==> src/rtl/psram_rfsh_pkg.sv <==
package psram_rfsh_pkg;

  typedef enum logic [1:0] {
    TCMS_X1   = 2'd0,
    TCMS_X1P5 = 2'd1,
    TCMS_X2   = 2'd2,
    TCMS_X4   = 2'd3
  } tcms_mult_e;

  // Scaled chip-select low limit in cycles
  function automatic int unsigned tcms_limit(int unsigned base, logic [1:0] sel);
    case (tcms_mult_e'(sel))
      TCMS_X1:   return base;
      TCMS_X1P5: return base + base / 2;
      TCMS_X2:   return 2 * base;
      default:   return 4 * base;
    endcase
  endfunction

endpackage

==> src/rtl/psram_due_timer.sv <==
module psram_due_timer #(
  parameter int INTERVAL_CYC = 781
) (
  input  logic clk_i,
  input  logic rst_ni,
  output logic tick_o
);
  localparam int TW = $clog2(INTERVAL_CYC);

  logic [TW-1:0] tmr_q;

  assign tick_o = (tmr_q == TW'(INTERVAL_CYC - 1));

  always_ff @(posedge clk_i or negedge rst_ni) begin
    if (!rst_ni)     tmr_q <= '0;
    else if (tick_o) tmr_q <= '0;
    else             tmr_q <= tmr_q + 1'b1;
  end

endmodule

==> src/rtl/psram_cs_watch.sv <==
module psram_cs_watch
  import psram_rfsh_pkg::*;
#(
  parameter int TCMS_CYC = 400
) (
  input  logic       clk_i,
  input  logic       rst_ni,
  input  logic       cs_ni,
  input  logic [1:0] tcms_sel_i,
  output logic       cs_fall_o,
  output logic       viol_o
);
  localparam int LO_W = $clog2(4 * TCMS_CYC + 2);

  logic            cs_q;
  logic [LO_W-1:0] lo_q;
  logic [LO_W-1:0] lim;
  logic            viol_q;

  assign lim       = LO_W'(tcms_limit(TCMS_CYC, tcms_sel_i));
  assign cs_fall_o = cs_q & ~cs_ni;
  assign viol_o    = viol_q;

  always_ff @(posedge clk_i or negedge rst_ni) begin
    if (!rst_ni) begin
      cs_q   <= 1'b1;
      lo_q   <= '0;
      viol_q <= 1'b0;
    end else begin
      cs_q <= cs_ni;
      if (cs_ni)              lo_q <= '0;
      else if (lo_q != '1)    lo_q <= lo_q + 1'b1;
      if (!cs_ni && lo_q >= lim) viol_q <= 1'b1;
    end
  end

  a_r9_viol_sticky: assert property (@(posedge clk_i) disable iff (!rst_ni)
    viol_q |=> viol_q);

  a_r9_viol_needs_low: assert property (@(posedge clk_i) disable iff (!rst_ni)
    $rose(viol_q) |-> !$past(cs_ni));

endmodule

==> src/rtl/psram_rfsh_engine.sv <==
module psram_rfsh_engine #(
  parameter int ROW_W    = 13,
  parameter int PEND_W   = 4,
  parameter int TRFH_CYC = 4
) (
  input  logic             clk_i,
  input  logic             rst_ni,
  input  logic             tick_i,
  input  logic             cs_high_i,
  input  logic             acc_valid_i,
  input  logic [ROW_W-1:0] acc_row_i,
  output logic             busy_o,
  output logic [ROW_W-1:0] row_o,
  output logic [PEND_W-1:0] pend_o
);
  localparam int TW = (TRFH_CYC > 1) ? $clog2(TRFH_CYC) : 1;
  localparam logic [PEND_W-1:0] PEND_MAX = '1;

  logic              busy_q;
  logic [TW-1:0]     dur_q;
  logic [ROW_W-1:0]  ptr_q, row_q;
  logic [PEND_W-1:0] pend_q, pend_d;
  logic              start, retire, inc, dec;

  // Start only in a chip-select-high window; chain on the last busy cycle
  assign start  = cs_high_i && (pend_q != '0) && (!busy_q || dur_q == '0);
  // Host access to the next row counts as its refresh
  assign retire = acc_valid_i && !cs_high_i && (acc_row_i == ptr_q) && (pend_q != '0);
  assign inc    = tick_i && (pend_q != PEND_MAX);
  assign dec    = start | retire;

  always_comb begin
    case ({inc, dec})
      2'b10:   pend_d = pend_q + 1'b1;
      2'b01:   pend_d = pend_q - 1'b1;
      default: pend_d = pend_q;
    endcase
  end

  always_ff @(posedge clk_i or negedge rst_ni) begin
    if (!rst_ni) begin
      busy_q <= 1'b0;
      dur_q  <= '0;
      ptr_q  <= '0;
      row_q  <= '0;
      pend_q <= '0;
    end else begin
      pend_q <= pend_d;
      if (start) begin
        busy_q <= 1'b1;
        dur_q  <= TW'(TRFH_CYC - 1);
        row_q  <= ptr_q;
      end else if (busy_q) begin
        if (dur_q == '0) busy_q <= 1'b0;
        else             dur_q  <= dur_q - 1'b1;
      end
      if (dec) ptr_q <= ptr_q + 1'b1;
    end
  end

  assign busy_o = busy_q;
  assign row_o  = row_q;
  assign pend_o = pend_q;

  a_r3_start_in_cs_high: assert property (@(posedge clk_i) disable iff (!rst_ni)
    $rose(busy_q) |-> $past(cs_high_i));

  a_r4_no_cut_short: assert property (@(posedge clk_i) disable iff (!rst_ni)
    (busy_q && dur_q != '0) |=> busy_q);

  a_r2_tick_pends: assert property (@(posedge clk_i) disable iff (!rst_ni)
    tick_i |=> pend_q != '0);

  a_r8_retire_when_low: assert property (@(posedge clk_i) disable iff (!rst_ni)
    (!cs_high_i && !tick_i && pend_q == '0) |=> pend_q == '0);

endmodule

==> src/rtl/psram_refresh_sched.sv <==
module psram_refresh_sched
  import psram_rfsh_pkg::*;
#(
  parameter int ROW_W        = 13,
  parameter int PEND_W       = 4,
  parameter int INTERVAL_CYC = 781,
  parameter int TRFH_CYC     = 4,
  parameter int TCMS_CYC     = 400,
  parameter int BASE_LAT     = 4,
  parameter int LAT_W        = $clog2(2 * BASE_LAT + 1)
) (
  input  logic              clk_i,
  input  logic              rst_ni,
  input  logic              cs_ni,
  input  logic              ca_phase_i,
  input  logic              acc_valid_i,
  input  logic [ROW_W-1:0]  acc_row_i,
  input  logic [1:0]        tcms_sel_i,
  output logic              rwds_o,
  output logic [LAT_W-1:0]  lat_o,
  output logic              rfsh_busy_o,
  output logic [ROW_W-1:0]  rfsh_row_o,
  output logic [PEND_W-1:0] pend_o,
  output logic              tcms_viol_o
);
  logic tick, cs_fall, busy, xlat_q, xlat_now;

  psram_due_timer #(.INTERVAL_CYC(INTERVAL_CYC)) u_timer (
    .clk_i (clk_i),
    .rst_ni(rst_ni),
    .tick_o(tick)
  );

  psram_cs_watch #(.TCMS_CYC(TCMS_CYC)) u_cs_watch (
    .clk_i     (clk_i),
    .rst_ni    (rst_ni),
    .cs_ni     (cs_ni),
    .tcms_sel_i(tcms_sel_i),
    .cs_fall_o (cs_fall),
    .viol_o    (tcms_viol_o)
  );

  psram_rfsh_engine #(
    .ROW_W   (ROW_W),
    .PEND_W  (PEND_W),
    .TRFH_CYC(TRFH_CYC)
  ) u_engine (
    .clk_i      (clk_i),
    .rst_ni     (rst_ni),
    .tick_i     (tick),
    .cs_high_i  (cs_ni),
    .acc_valid_i(acc_valid_i),
    .acc_row_i  (acc_row_i),
    .busy_o     (busy),
    .row_o      (rfsh_row_o),
    .pend_o     (pend_o)
  );

  // Extra-latency decision is taken once, at the chip-select fall
  assign xlat_now = cs_fall ? busy : xlat_q;

  always_ff @(posedge clk_i or negedge rst_ni) begin
    if (!rst_ni)      xlat_q <= 1'b0;
    else if (cs_ni)   xlat_q <= 1'b0;
    else if (cs_fall) xlat_q <= busy;
  end

  assign rwds_o      = ~cs_ni & ca_phase_i & xlat_now;
  assign lat_o       = xlat_now ? LAT_W'(2 * BASE_LAT) : LAT_W'(BASE_LAT);
  assign rfsh_busy_o = busy;

  a_r5_lat_fixed_in_txn: assert property (@(posedge clk_i) disable iff (!rst_ni)
    (!cs_ni && !cs_fall) |-> $stable(lat_o));

  a_r6_idle_fall_no_req: assert property (@(posedge clk_i) disable iff (!rst_ni)
    (cs_fall && !busy) |-> (!rwds_o && lat_o == LAT_W'(BASE_LAT)));

endmodule

==> config.mk <==
export PLATFORM = sky130hd
export DESIGN_NAME = psram_refresh_sched
export DESIGN_NICKNAME = d
export VERILOG_FILES = /design/src/rtl/psram_rfsh_pkg.sv /design/src/rtl/psram_due_timer.sv /design/src/rtl/psram_cs_watch.sv /design/src/rtl/psram_rfsh_engine.sv /design/src/rtl/psram_refresh_sched.sv
export SDC_FILE = /design/constraint.sdc
export NUM_CORES = 1
export LEC_CHECK = 0
export CORE_ASPECT_RATIO = 1.25
export CORE_MARGIN = 8
export CORE_UTILIZATION = 54
export CTS_CLUSTER_SIZE = 20
export DETAILED_ROUTE_END_ITERATION = 7
export PLACE_DENSITY = 0.79
export SLEW_MARGIN = 40
export SYNTH_ARGS = -nofsm -noshare
export SYNTH_HDL_FRONTEND = slang
export SYNTH_SLANG_ARGS = --single-unit
==> constraint.sdc <==
create_clock -name clk_i -period 3.16 [get_ports clk_i]
set_clock_uncertainty 0.05 [all_clocks]
set_input_delay 0.632 -clock clk_i [delete_from_list [all_inputs] [get_ports clk_i]]
set_output_delay 0.632 -clock clk_i [all_outputs]
set_load 0.02 [all_outputs]
* Yosys cells after proc, flatten, opt, wreduce, memory -nomap -nowiden
Cells that the tools add are included.
** Operators by class
- $add $sub $neg :: 6
- $lt $le $gt $ge :: 1
- Equality and inequality tests :: 9
- Reductions and logical operators :: 17
- Bitwise gates (word level) :: 5
- Mux-type cells :: 14
** Operators by type and width (number)
- $pmux W11 S3 :: 1
- $mux W11 :: 2
- $add A13 B1 Y13 const B :: 1
- $eq A13 B13 Y1 :: 1
- $add A11 B1 Y11 const B :: 1
- $ge A11 B11 Y1 :: 1
- $ne A11 B11 Y1 const B :: 1
- $add A10 B1 Y10 const B :: 1
- $eq A10 B10 Y1 const B :: 1
- $mux W10 :: 1
- $pmux W4 S2 :: 1
- $logic_and A1 B1 Y1 :: 7
- $mux W2 :: 3
- $reduce_bool A2 Y1 :: 3
- $mux W1 :: 5
- $add A4 B1 Y4 const B :: 1
- $eq A2 B1 Y1 const B :: 2
- $eq A2 B2 Y1 const B :: 2
- $logic_not A2 Y1 :: 2
- $mux W4 :: 1
- $ne A4 B4 Y1 const B :: 1
- $reduce_bool A4 Y1 :: 1
- $sub A4 B1 Y4 const B :: 1
- $and A1 B1 Y1 :: 3
- 7 further kinds :: 8
** Storage, ports and cells
- Output and inout port bits :: 24
- Logic and storage cells :: 62
- Input port bits :: 20
- Bits in registers :: 57

* Longest topological paths before layout
Gate-level depths: netlist of run 1.
- Depth after elaboration :: 7
- Depth in mapped cells :: 13
- Gate-level depth less buffers :: 13

* Hierarchy
A second synthesis of run 1 with hierarchy kept.
** Second synthesis, totals
- Cells, all modules :: 293
- Area, all modules :: 3208.1 µm²
** By module, submodules not included
- psram_rfsh_engine :: instances 1, cells an instance 143, area an instance 1735.4 µm²
- psram_cs_watch :: instances 1, cells an instance 95, area an instance 882.1 µm²
- psram_due_timer :: instances 1, cells an instance 46, area an instance 505.5 µm²
- psram_refresh_sched :: instances 1, cells an instance 9, area an instance 85.1 µm²

* Worst setup path before layout of run 1
OpenSTA, ideal clock, no wires.
- Kind :: register to register
- Start :: register u_engine.pend_q[1] (netlist: u_engine.pend_o[1])
- End :: register u_engine.pend_q[3] (netlist: u_engine.pend_o[3])
- Path buffers :: 0
- Clock period less this slack :: 2.752 ns
- Setup slack :: 0.408 ns
- Stages on the path, launching flop included :: 13
- Library setup time :: 0.133 ns
- Required time :: 2.977 ns
- Data arrival time :: 2.569 ns
- Cell sequence :: dfrtp_1 or4_4 nand2_2 nor2_2 nor2_1 inv_1 ha_1 ha_1 a21o_1 a21oi_1 xnor2_1 nor2_1 xor2_1
** On the way
- Cells in the longest elaborated chain, start to end :: 6
- Elaborated cells between the ends (all ways) :: 13
- Classes of those cells :: add/sub (2); eq/ne (3); mux (1); bitwise (1); reduce/logical (6)
** Ends and longest elaborated chain
- start: declaration :: RTL line psram_rfsh_engine.sv:22 : logic [PEND_W-1:0] pend_q, pend_d;
- start signal: assignment :: RTL line psram_rfsh_engine.sv:48 : pend_q <= pend_d;
- $reduce_bool A4 Y1 * :: RTL line psram_rfsh_engine.sv:26, psram_rfsh_engine.sv:28
- $logic_and A1 B1 Y1 (2 in a row) :: RTL line psram_rfsh_engine.sv:26 : assign start = cs_high_i && (pend_q != '0) && (!busy_q || dur_q == '0);
- $or A1 B1 Y1 * :: RTL line psram_rfsh_engine.sv:30 : assign dec = start | retire;
- net u_engine.dec :: RTL line psram_rfsh_engine.sv:23 : logic start, retire, inc, dec;
- $eq A2 B1 Y1 or $eq A2 B2 Y1 (tied branches) :: RTL line psram_rfsh_engine.sv:33 : case ({inc, dec})
- $pmux W4 S2 or $reduce_bool A2 Y1 (tied branches)
The timed path passes the listed nets; every way through them passes the cells marked *.
A chain may end at the register's enable or synchronous reset.

* Worst setup path after layout of run 1
- Start :: input cs_ni
- End :: output rwds_o
** On the way
- Cells in the longest elaborated chain, start to end :: 4
- Elaborated cells between the ends (all ways) :: 5
- Classes of those cells :: mux (1); bitwise (4)
** Ends and longest elaborated chain
- start: declaration :: RTL line psram_refresh_sched.sv:14 : input logic cs_ni,
- $not A1 Y1 * :: RTL line psram_cs_watch.sv:21, psram_refresh_sched.sv:68
- $and A1 B1 Y1 :: RTL line psram_cs_watch.sv:21 : assign cs_fall_o = cs_q & ~cs_ni;
- $mux W1
- $and A1 B1 Y1 * :: RTL line psram_refresh_sched.sv:68 : assign rwds_o = ~cs_ni & ca_phase_i & xlat_now;
- end: declaration :: RTL line psram_refresh_sched.sv:19 : output logic rwds_o,
Mark *: on every way between the ends. The rest lies on a longest branch, timed or not.

==> run_results.csv, run 1 <==
group,metric,value,unit
status,status,"finished clean",
global_route,grt_use_total,15.36,%
final_layout,multi_input_area,1511,um2
route,drc,0,
timing,slew_headroom,61.47,%
yosys,synth.most_common_cell,"dfrtp_1",
critical_path,path_max_fanout,3,
timing,rsz0062_at_grt,"no",
route,finalWirelength,6006,um
place,detailed_place_hpwl,4397,um
global_route,grt_max_degree,40,
hold_path,hold_class,"in -> async",
place,gp_congestion,0.7832,
timing,finalSetupViolCount,0,
timing,maxSlewViolCount,0,
critical_path,r2r_cells,12,
route,dr.pass1.iters,4,
clock_network,post_cts_buffers,0,
clock_network,cts-root-buf,"clkbuf_8",
yosys,synth-edff-count,0,
clock_network,clk_pin_slew,0.06,ns
yosys,synth_top_area_share,45.51,%
yosys,synth.area.top_cells,"dfrtp_1 (46%), xnor2_1 (10%), ha_1 (6.9%), mux2_2 (5.1%), nor2_1 (3.0%)",
clock_network,insertion_delay,0.34,ns
floorplanning,die_area,8390,um2
run,cap_violations,0,
global_route,grt_pass1_wl,10470,um
route,vias,2165,
yosys,ys_seq_area_share,46.36,%
route,drtIter0Drc,84,
pwr,peakVddDrop,0.4837,mV
timing,hold_viol,0,
final_layout,fillers,430,
yosys,ys_ff_latch,57,
yosys,syn_avg_cell_area,10.92,um2
clock_network,cts_hold_buf,0,
clock_network,cts_num_sinks,57,
route,ant_nets,0,
yosys,yosys-top-cells-count,"dfrtp_1 (56), xnor2_1 (35), nor2_1 (25)",
final_layout,final_area,3717,um2
critical_path,startpoint_type,"primary input",
pwr,power.leakage,1.657,nW
clock_network,cts_resized,0,
critical_path,worstPathRequired,2.48,ns
critical_path,crit_arrival,2.29,ns
global_route,grt_antenna_before_repair,0,
critical_path,critPathKind,"in -> out",
place,post_dp_cell_area,3528,um2
final_layout,final_util,67.83,%
floorplanning,die_w,83.54,um
critical_path,critPathCaptureType,"output pin",
yosys,yosys.area.top_type,"dfrtp_1",
floorplanning,core-area,5480,um2
clock_network,clockBufferDepth,2,
floorplanning,start_util,56.19,%
place,port_buffers,41,
route,wl_per_cell,15.09,um
final_layout,regArea,1428,um2
floorplanning,fp.dieH,100.4,um
timing,fmax,336.4,MHz
timing,final.period_utilization,94.08,%
yosys,ys.flop_type,"dfrtp_1",
clock_network,cts_tree,"done",
route,via_per_inst,5.440,
yosys,yosysUniqueCellTypes,45,
timing,fin_crit,2.973,ns
yosys,syn_area,3079,um2
final_layout,drive_gt1_share,14.07,%
final_layout,syn2layout_area_growth,20.72,%
clock_network,htree_num_levels,3,
yosys,yosysWarnings,0,
floorplanning,fp-row-count,30,
pwr,powerDensity,642.1,nW/um2
global_route,grt_pass1_vias,2268,
clock_network,numCtsBuffers,9,
global_route,grt-ovfl-total,0,
floorplanning,io_pins,44,
yosys,syn-instance-count,282,
final_layout,fin_nets,367,
final_layout,diodes,0,
timing,worstMarginPinSlew,0.5737,ns
yosys,async_reset_ff_share,100.0,%
## state kept, by name (all words and copies together), names as in the netlist
register           cells
u_cs_watch.cs_q        1
u_engine.row_o        13
u_engine.pend_o        4
u_engine.busy_o        1
u_cs_watch.viol_o      1
xlat_q                 1
u_timer.tmr_q         10
u_cs_watch.lo_q       11
u_engine.ptr_q        13
u_engine.dur_q         2
## cell type report
class	count	share of cell area (%)
multi-input combinational	199	40.66
sequential	57	38.40
timing repair buffer	47	12.18
clock buffer	13	4.005
tap	64	2.154
inverter	15	1.515
clock inverter	3	1.077
## where the power goes
group          internal, W  total [W]  switching, W
Combinational     0.000378   0.000750      0.000372
Clock             0.000384   0.000659      0.000275
Sequential        0.000843   0.000978      0.000135
## stage by stage
stage | setup slack [ns] | cells | power [W] | hold slack (ns) | setup TNS, ns
global placement | 0.09904 | 382 | 0.001716 | 0.3994 | 0
CTS | 0.1713 | 398 | 0.002414 | 0.2135 | 0
finish | 0.1870 | 398 | 0.002387 | 0.2028 | 0
floorplan | 0.4084 | 283 | 0.001466 | 0.2864 | 0
detailed placement | -0.02841 | 382 | 0.001750 | 0.4058 | -0.02841
global route | 0.05448 | 398 | 0.002527 | 0.2445 | 0
## worst max-delay path, cell delays in order
cell and delay, ns:
clkdlybuf4s50_1 0.50, nand2b_1 0.13, mux2i_1 0.27, nor2_1 0.08
and2_1 0.15, clkdlybuf4s50_1 0.53
## cell usage in the layout, fill, tap and decap left out, types with 3 or more instances in the layout
cell type / n
nor3_1: 6
clkdlybuf4s50_1: 40
o21ai_1: 3
clkbuf_1: 3
nand3_1: 8
nand4_1: 7
o2111ai_2: 3
and2_1: 4
and4_1: 3
ha_1: 17
a21oi_1: 9
nand2_1: 16
a21o_1: 3
and3_1: 4
nor2_1: 25
o2111ai_1: 4
clkbuf_8: 10
xnor2_1: 35
inv_1: 15
nor2b_1: 3
xor2_1: 8
buf_4: 7
mux2_2: 14
dfrtp_1: 56
o21ai_0: 4
## path summary, 6_finish.rpt
kind / start / to / slack [ns]
worst max register to register: u_engine.pend_o[1] / u_engine.pend_o[3] / 0.37
worst min-delay path: rst_ni / u_engine.row_o[1] / 0.20
worst max-delay path: cs_ni / rwds_o / 0.19
max in group asynchronous: rst_ni / u_timer.tmr_q[2] / 2.21
min in group clk_i: u_cs_watch.viol_o / u_cs_watch.viol_o / 0.41
worst min register to register: u_cs_watch.viol_o / u_cs_watch.viol_o / 0.41
## layer usage
metal | GRT usage, % | wire length [um]
met5 | 0 | 0
met4 | 7.723 | 109
met3 | 4.376 | 262
met2 | 26.68 | 3071
met1 | 16.77 | 2561
## kinds of logic after synthesis
logic type                 Yosys count  synth area share (%)
AOI/OAI and AO/OA                   29                 6.745
muxes                               16                 5.770
and+or+nand+nor                     91                 16.54
adders and majority gates           18                 7.558
xor gates and xnor gates            43                 12.23
other                                1                0.1218
DFF                                 57                 46.36
buffers and inverters               27                 4.672
(Power assumes the default switching activity.)
==> inputs of run 2 (changes only) <==
--- a/config.mk
+++ b/config.mk
@@ -5,6 +5,7 @@
 export SDC_FILE = /design/constraint.sdc
 export NUM_CORES = 1
 export LEC_CHECK = 0
+export ABC_CLOCK_PERIOD_IN_PS = 3160
 export CORE_ASPECT_RATIO = 1.25
 export CORE_MARGIN = 8
 export CORE_UTILIZATION = 54
==> results of run 2 <==
Same layout as run 1: the final DEF is identical, and so are final timing and power.
